### src/rtl/desat_pkg.sv
package desat_pkg;
  typedef enum logic [2:0] {
    ST_IDLE    = 3'd0,
    ST_BLANK   = 3'd1,
    ST_WATCH   = 3'd2,
    ST_FILTER  = 3'd3,
    ST_SOFTOFF = 3'd4,
    ST_LATCHED = 3'd5
  } dg_state_e;
endpackage

### src/rtl/dg_clr_qual.sv
// Qualifies the fault-clear input: counts sampled-low cycles and flags a
// rising edge that ends a sufficiently long low pulse.
module dg_clr_qual #(
  parameter int RST_MIN_CYC = 200
) (
  input  logic clk,
  input  logic rst_n,
  input  logic clr_n,
  output logic clr_valid_o
);
  localparam int CW = $clog2(RST_MIN_CYC + 1);
  localparam logic [CW-1:0] MIN_V = CW'(RST_MIN_CYC);

  logic [CW-1:0] low_q, low_d;
  logic          low_en;

  always_comb begin
    low_en = 1'b0;
    low_d  = low_q;
    if (clr_n) begin
      low_en = 1'b1;
      low_d  = '0;
    end else if (low_q != MIN_V) begin
      low_en = 1'b1;
      low_d  = low_q + 1'b1;
    end
  end

  always_ff @(posedge clk or negedge rst_n) begin
    if (!rst_n) begin
      low_q <= '0;
    end else if (low_en) begin
      low_q <= low_d;
    end
  end

  // A nonzero count means the previous sample was low, so clr_n high now is a rising edge.
  assign clr_valid_o = clr_n && (low_q >= MIN_V);
endmodule

### src/rtl/dg_mute_timer.sv
// Down-counter holding the input mute for a fixed number of cycles.
module dg_mute_timer #(
  parameter int MUTE_CYC = 1250
) (
  input  logic clk,
  input  logic rst_n,
  input  logic start_i,
  output logic mute_o
);
  localparam int MW = $clog2(MUTE_CYC + 1);
  localparam logic [MW-1:0] LOAD_V = MW'(MUTE_CYC);

  logic [MW-1:0] cnt_q, cnt_d;
  logic          cnt_en;

  always_comb begin
    cnt_en = 1'b0;
    cnt_d  = cnt_q;
    if (start_i) begin
      cnt_en = 1'b1;
      cnt_d  = LOAD_V;
    end else if (cnt_q != '0) begin
      cnt_en = 1'b1;
      cnt_d  = cnt_q - 1'b1;
    end
  end

  always_ff @(posedge clk or negedge rst_n) begin
    if (!rst_n) begin
      cnt_q <= '0;
    end else if (cnt_en) begin
      cnt_q <= cnt_d;
    end
  end

  assign mute_o = (cnt_q != '0);
endmodule

### src/rtl/dg_seq_fsm.sv
// Protection sequence: blanking, monitoring, trip qualification, soft off, latch.
module dg_seq_fsm
  import desat_pkg::*;
#(
  parameter int BLANK_CYC = 112,
  parameter int FILT_CYC  = 92,
  parameter int SOFT_CYC  = 137
) (
  input  logic      clk,
  input  logic      rst_n,
  input  logic      drive_ok,
  input  logic      desat_trip,
  input  logic      clr_valid,
  output dg_state_e state_o,
  output logic      mute_start_o,
  output logic      leave_latch_o
);
  localparam int BF_MAX = (BLANK_CYC > FILT_CYC) ? BLANK_CYC : FILT_CYC;
  localparam int PMAX   = (BF_MAX > SOFT_CYC) ? BF_MAX : SOFT_CYC;
  localparam int PW     = $clog2(PMAX + 1);
  localparam logic [PW-1:0] BLANK_LAST = PW'(BLANK_CYC - 1);
  localparam logic [PW-1:0] FILT_LAST  = PW'(FILT_CYC - 1);
  localparam logic [PW-1:0] SOFT_LAST  = PW'(SOFT_CYC - 1);

  dg_state_e     st_q, st_d;
  logic [PW-1:0] ph_q, ph_d;
  logic          ph_en;

  always_comb begin
    st_d          = st_q;
    ph_d          = ph_q;
    ph_en         = 1'b0;
    mute_start_o  = 1'b0;
    leave_latch_o = 1'b0;
    case (st_q)
      ST_IDLE: begin
        if (drive_ok) begin
          st_d  = ST_BLANK;
          ph_d  = '0;
          ph_en = 1'b1;
        end
      end
      ST_BLANK: begin
        if (!drive_ok) begin
          st_d = ST_IDLE;
        end else if (ph_q == BLANK_LAST) begin
          st_d  = ST_WATCH;
          ph_d  = '0;
          ph_en = 1'b1;
        end else begin
          ph_d  = ph_q + 1'b1;
          ph_en = 1'b1;
        end
      end
      ST_WATCH: begin
        if (!drive_ok) begin
          st_d = ST_IDLE;
        end else if (desat_trip) begin
          st_d  = ST_FILTER;
          ph_d  = '0;
          ph_en = 1'b1;
        end
      end
      ST_FILTER: begin
        if (!drive_ok) begin
          st_d = ST_IDLE;
        end else if (!desat_trip) begin
          st_d = ST_WATCH;
        end else if (ph_q == FILT_LAST) begin
          st_d         = ST_SOFTOFF;
          ph_d         = '0;
          ph_en        = 1'b1;
          mute_start_o = 1'b1;
        end else begin
          ph_d  = ph_q + 1'b1;
          ph_en = 1'b1;
        end
      end
      ST_SOFTOFF: begin
        if (ph_q == SOFT_LAST) begin
          st_d = ST_LATCHED;
        end else begin
          ph_d  = ph_q + 1'b1;
          ph_en = 1'b1;
        end
      end
      ST_LATCHED: begin
        if (clr_valid) begin
          st_d          = ST_IDLE;
          leave_latch_o = 1'b1;
        end
      end
      default: st_d = ST_IDLE;
    endcase
  end

  always_ff @(posedge clk or negedge rst_n) begin
    if (!rst_n) begin
      st_q <= ST_IDLE;
      ph_q <= '0;
    end else begin
      st_q <= st_d;
      if (ph_en) begin
        ph_q <= ph_d;
      end
    end
  end

  assign state_o = st_q;
endmodule

### src/rtl/desat_guard.sv
module desat_guard
  import desat_pkg::*;
#(
  parameter int BLANK_CYC   = 112,
  parameter int FILT_CYC    = 92,
  parameter int SOFT_CYC    = 137,
  parameter int MUTE_CYC    = 1250,
  parameter int RST_MIN_CYC = 200
) (
  input  logic clk,
  input  logic rst_n,
  input  logic drive_req,
  input  logic desat_trip,
  input  logic flt_clr_n,
  output logic gate_on,
  output logic soft_off_en,
  output logic blank_dischg,
  output logic fault_n,
  output logic in_mute
);
  dg_state_e st;
  logic      clr_valid, mute_start, leave_latch, mute_q;
  logic      need_low_q, need_low_d, drive_ok;

  dg_clr_qual #(.RST_MIN_CYC(RST_MIN_CYC)) clr_qual_i (
    .clk        (clk),
    .rst_n      (rst_n),
    .clr_n      (flt_clr_n),
    .clr_valid_o(clr_valid)
  );

  dg_mute_timer #(.MUTE_CYC(MUTE_CYC)) mute_i (
    .clk    (clk),
    .rst_n  (rst_n),
    .start_i(mute_start),
    .mute_o (mute_q)
  );

  dg_seq_fsm #(
    .BLANK_CYC(BLANK_CYC),
    .FILT_CYC (FILT_CYC),
    .SOFT_CYC (SOFT_CYC)
  ) fsm_i (
    .clk          (clk),
    .rst_n        (rst_n),
    .drive_ok     (drive_ok),
    .desat_trip   (desat_trip),
    .clr_valid    (clr_valid),
    .state_o      (st),
    .mute_start_o (mute_start),
    .leave_latch_o(leave_latch)
  );

  // Request honoured only with clear released, no mute, and re-arm done.
  assign drive_ok = drive_req & flt_clr_n & ~mute_q & ~need_low_q;

  always_comb begin
    if (leave_latch) begin
      need_low_d = drive_req;
    end else begin
      need_low_d = need_low_q & drive_req;
    end
  end

  always_ff @(posedge clk or negedge rst_n) begin
    if (!rst_n) begin
      need_low_q <= 1'b0;
    end else begin
      need_low_q <= need_low_d;
    end
  end

  always_comb begin
    gate_on     = 1'b0;
    soft_off_en = 1'b0;
    fault_n     = 1'b1;
    case (st)
      ST_BLANK, ST_WATCH, ST_FILTER: gate_on = 1'b1;
      ST_SOFTOFF: soft_off_en = 1'b1;
      ST_LATCHED: fault_n     = 1'b0;
      default: ;
    endcase
    blank_dischg = ~gate_on;
  end

  assign in_mute = mute_q;
endmodule

### config.mk
export PLATFORM = sky130hd
export DESIGN_NAME = desat_guard
export DESIGN_NICKNAME = d
export VERILOG_FILES = /design/src/rtl/desat_pkg.sv /design/src/rtl/dg_clr_qual.sv /design/src/rtl/dg_mute_timer.sv /design/src/rtl/dg_seq_fsm.sv /design/src/rtl/desat_guard.sv
export SDC_FILE = /design/constraint.sdc
export NUM_CORES = 1
export LEC_CHECK = 0
export BUFFER_PORTS_ARGS = -buffer_cell sky130_fd_sc_hd__buf_2
export CAP_MARGIN = 20
export CORE_MARGIN = 2
export CORE_UTILIZATION = 30
export CTS_BUF_LIST = sky130_fd_sc_hd__clkbuf_8 sky130_fd_sc_hd__clkbuf_16
export DETAILED_ROUTE_END_ITERATION = 7
export MAX_ROUTING_LAYER = met4
export PLACE_DENSITY = 0.53
export SKIP_CTS_REPAIR_TIMING = 1
export SYNTH_ARGS = -nofsm -noshare
export SYNTH_HDL_FRONTEND = slang
export SYNTH_SLANG_ARGS = --single-unit
### constraint.sdc
create_clock -name clk -period 2.6 [get_ports clk]
set_clock_uncertainty 0.05 [all_clocks]
set_input_delay 0.65 -clock clk [delete_from_list [all_inputs] [get_ports clk]]
set_output_delay 0.65 -clock clk [all_outputs]
set_load 0.03 [all_outputs]
* Word-level counts from Yosys, hierarchy flattened
Cells that the tools add are included.
Storage, ports and cells: word-level logic and storage cells 94, register bits after elaboration 31, output and inout bits 5
Cells by class: equality and inequality tests 21, add/subtract/negate cells 3, bitwise operators 7, reduce and logical (&&, ||, !) cells 13, multiplexer cells 44, magnitude comparators 1
Operators with widths (number):
- 8-bit 2-to-1 mux | 11
- 8-bit case mux with 5 select lines | 1
- 3-bit 2-to-1 mux | 10
- 11-bit 2-to-1 mux | 2
- 1-bit 2-to-1 mux | 18
- 3-bit case mux with 6 select lines | 1
- 8-bit by 1-bit adder with 8-bit output, second input constant | 2
- 8-bit by 7-bit equality test with 1-bit output, second input constant | 2
- 11-bit nonzero test | 1
- 11-bit by 1-bit subtractor with 11-bit output, second input constant | 1
- 2-bit by 1-bit != test with 1-bit output, second input constant | 5
- 9-bit AND reduction | 1
- 8-bit equality test, second input constant | 1
- 8-bit >= comparator, second input constant | 1
- 2-bit != test, second input constant | 4
- 8-bit != test, second input constant | 1
- 3-bit by 2-bit equality test with 1-bit output, second input constant | 2
- 3-bit equality test, second input constant | 2
- 3-bit != test, second input constant | 2
- 6-bit AND reduction | 1
- 5-bit nonzero test | 1
- 1-bit AND | 4
- 4-bit != test, second input constant | 1
- 2-bit AND reduction | 2
- other kinds (8) | 12

* Longest topological paths before layout
word-level depth 8, depth in mapped cells 8, depth with buffers taken out 8

* Hierarchy
From an unflattened synthesis, not the netlist that was laid out.
Unflattened totals: cells, all modules 204, area, all modules 1979.4 um^2
By module, submodules not included:
- dg_seq_fsm | cells each 92, instances 1, seq. area each 275.3 um^2, area an instance 815.8 um^2
- dg_mute_timer | cells each 58, instances 1, seq. area each 275.3 um^2, area an instance 623.1 um^2
- dg_clr_qual | cells each 47, instances 1, seq. area each 200.2 um^2, area an instance 462.9 um^2
- desat_guard | cells each 7, instances 1, seq. area each 25.0 um^2, area an instance 77.6 um^2

* Least setup slack after synthesis
OpenSTA, ideal clock, no wires.
kind register to register, from register mute_i.cnt_q[0], to register fsm_i.ph_q[3], setup time 0.069 ns, buffers on the path 0, required time 2.481 ns, arrival 2.114 ns, setup slack 0.367 ns, stages on the path, launching flop included 8, cell sequence dfrtp_1 inv_1 ha_1 or4b_4 nor3_4 a41oi_4 or4_1 nand3_1
Between the ends: longest elaborated chain between the ends 7, elaborated cells on any way between the ends 12
RTL lines:
- start, declared | RTL line dg_mute_timer.sv:13 | logic [MW-1:0] cnt_q, cnt_d;
- start signal, assigned | RTL line dg_mute_timer.sv:32 | cnt_q <= cnt_d;
- 11-bit nonzero test (*) | RTL line dg_mute_timer.sv:36 | assign mute_o = (cnt_q != '0);
- 1-bit NOT (*) | RTL line desat_guard.sv:55 | assign drive_ok = drive_req & flt_clr_n & ~mute_q & ~need_low_q;
- 1-bit AND (*) (2 in series) | RTL line desat_guard.sv:55
- 1-bit 2-to-1 mux, on equally long branches | RTL line dg_seq_fsm.sv:65, dg_seq_fsm.sv:44
- 1-bit case mux with 3 select lines | RTL line dg_seq_fsm.sv:35 | case (st_q)
- 9-bit AND reduction (no source line) (*)
- end signal, assigned | RTL line dg_seq_fsm.sv:104 | ph_q <= ph_d;
- end, declared | RTL line dg_seq_fsm.sv:26 | logic [PW-1:0] ph_q, ph_d;
Every way passes the cells marked *; elsewhere a longest branch is shown, timed or not. A chain may end at the register's enable or synchronous reset.

* Final worst setup path
from register mute_i.cnt_q[0], to output in_mute
Between the ends: longest elaborated chain between the ends 1
RTL lines:
- 11-bit nonzero test | RTL line dg_mute_timer.sv:36
- end, declared | RTL line desat_guard.sv:19 | output logic in_mute
Every way passes these cells.

==> out/qor.txt <==
layout cell share with drive strength beyond 1: 0.148
CTS sink cnt: 31
sequential area share after synthesis: 0.415
first drt pass iteration count: 4
Placed Area: 0.00202 mm2
Placed Cells: 283
CTS tree: yes
post-route ant nets: 0
Leakage Power: 0.928 nW
required time of the critical path: 1.90 ns
Pwr Density: 416 mW/mm2
first-pass GRT wire length: 6850 um
post-synthesis simple-gate area fraction: 0.293
row count: 28
Total Routing Usage GR: 0.125
GR Util met3: 0.0417
critical path buffer and inverter count: 3
RR Endpoint: fsm_i.ph_q[3]
die area: 0.00687 mm2
H-tree levels: 2
Peak Freq: 411 MHz
RSZ-0062 raised after global routing: false
critical path arrival: 1.74 ns
crit end category: output pin
status: complete, no violations
Final Hold Fails: 0
reg2reg setup slack: 0.22 ns
CP Cell Sequence: inv_1, ha_1, nor4b_2, and3_2, clkinv_1, buf_2
synthesis-to-finish area growth: 12.9%
number of setup violations in the final report: 0
post-route insts no fill: 291
syn nets: 209
Clk Latency, worst-skew pair: 0.29 ns
gr busiest metal: met2
syn avg cell area: 9.43 um2
clock root buffer: clkbuf_8
Die Y: 82.9 um
Max FO, Critical Path: 5
reg2reg start: mute_i.cnt_q[0]
Clock Path Buffers: 2
Final Max Tran Viols: 0
min Tclk post-route: 2.44 ns
Antenna diodes: 0
Initial Utilization: 0.314
adder-cell share of the synthesized area: 0.0402
Slew @ Worst Pin: 0.709 ns
ys async rst share: 1.00
cell count after synthesis: 198
Yosys reg bits: 31
HPWL Detailed: 2870 um
largest net degree at the start of global routing: 32
xor-xnor portion of the synthesized cell area: 0.0610
Core Region: 0.00596 mm2
period utilization: 0.937
EDFF count, synth: 0
Yosys top cell by area: dfrtp_1
Crit Path Category: reg2out
commonest non-fill, non-tap cells in the layout: dfrtp_1 (31), nor2_1 (25), nand3_1 (19)
CTS clk-pin slew, worst paths: 0.07 ns
GR met1 Demand/Resource: 0.167
share of the synthesized area in the top cell type: 0.415
commonest non-fill, non-tap cell in the layout: dfrtp_1
routability cong.: 0.856
Worst path max stage delay: 0.42 ns
largest family of logic cells by synthesized area: simple AND/OR/NAND/NOR gates
setup TNS after final layout: 0 ns
Starting DRT DRC Count: 80
Final WS setup: 0.165 ns
met2 Usage GRT: 0.180
post-synthesis mux area share: 0.0107
Power Total: 0.877 mW
synth top area cells: dfrtp_1 (42%), nand3_1 (5.1%), nor2_1 (5.0%)
Synth Warn #: 0
Cell Area, Synth: 0.00187 mm2
Final #Nets: 226
cell family with the largest share of critical-path delay: simple AND/OR/NAND/NOR gates
via count: 1,470
initial antenna violation count: 0
vias in the first global route: 1,407
Main synth FF type: dfrtp_1
Via density: 5.05
fin area: 0.00211 mm2
max_cap viols: 0
Top Ports: 10
IO Port Bufs: 9
CP Launch Type: register
Remaining DRCs: 0
Wirelength per Cell: 13.5 um
max_slew headroom: 0.528
Worst Reg-to-Reg Cells: 7
Netlist cell types: 49
min-delay worst type: in2async
Num CTS Buffers: 5
CP max-delay cell: dfrtp_1
GR Overflow Total: 0
worst slack at placement: 0.247 ns
Die W: 82.9 um
Synth Area in Compound Gates: 0.146
VDD IR-drop max: 0.256 mV
total wire length: 3940 um
[state kept, by name, indices dropped and copies added (netlist names)]
register and cells:
clr_qual_i.low_q 8, fsm_i.ph_q 8, fsm_i.state_o 3, mute_i.cnt_q 11, need_low_q 1
[area by class of cell]
class	count	area, um2
Fill cell	619	3850
Multi-Input combinational cell	153	1040
Sequential cell	31	776
Tap cell	75	93.8
Timing Repair Buffer	14	82.6
Clock buffer	5	68.8
Inverter	10	37.5
Clock inverter	3	12.5
[worst reg2reg max path: stages (launching register included)]
cell	delay, ns
dfrtp_1	0.42
inv_1	0.12
ha_1	0.16
or4b_4	0.50
nor3_4	0.25
a41oi_4	0.20
or4_1	0.53
nand3_1	0.09
[through the flow]
stage	util	hold WS, ns
3_5_place_dp	0.339	0.462
2_1_floorplan	-	0.304
5_1_grt	0.354	0.417
4_1_cts	0.353	0.399
3_3_place_gp	0.339	0.454
6_report	0.354	0.359
[how the worst max path moves through the flow]
stage                          endpoint       startpoint  slack [ns]  depth (start not counted)
after detailed placement  fsm_i.ph_q[3]  mute_i.cnt_q[0]        0.25                          7
after floorplan           fsm_i.ph_q[3]  mute_i.cnt_q[0]        0.37                          7
after global routing            in_mute  mute_i.cnt_q[0]       0.004                          6
final                           in_mute  mute_i.cnt_q[0]        0.16                          6
after global placement    fsm_i.ph_q[3]  mute_i.cnt_q[0]        0.28                          7
after CTS                       in_mute  mute_i.cnt_q[0]        0.03                          6
[metal layers]
layer | share of wire | up-vias | wire length [um]
met4 | 0.011 | 0 | 43
met2 | 0.47 | 25 | 1850
li1 | - | 759 | -
met3 | 0.038 | 4 | 151
met1 | 0.48 | 682 | 1900
met5 | 0 | - | 0
[power breakdown]
part	switching (mW)	internal [mW]
Clock	0.177	0.180
Combinational	0.0199	0.00898
Sequential	0.00585	0.486
Total	0.202	0.675
[cell usage after synthesis (2+ instances only)]
cell      number
a21o_1         2
xnor2_1        3
a31oi_1        2
o21ai_0       10
mux2i_1        2
clkbuf_1       3
inv_1          9
a22o_1         3
o21a_1         2
xor2_1        10
and3_1         5
nor4b_1        3
and4_1         2
nand4_1        2
nor4bb_1       2
nor2_1        25
dfrtp_1       31
nor2b_1        3
nor3_1         4
nand2_1       14
nand2b_1       2
a311oi_1       2
ha_1           6
nand3_1       19
a21o_2         2
a21oi_1        4
or4_1          2
or3_1          3
[logic make-up after synthesis]
group | after synthesis
and+or+nand+nor | 96
AOI/OAI and AO/OA | 36
DFF | 31
buffers and inverters | 14
xor gates and xnor gates | 13
adders and majority gates | 6
muxes | 2
Power figures use the tool's default switching activity.
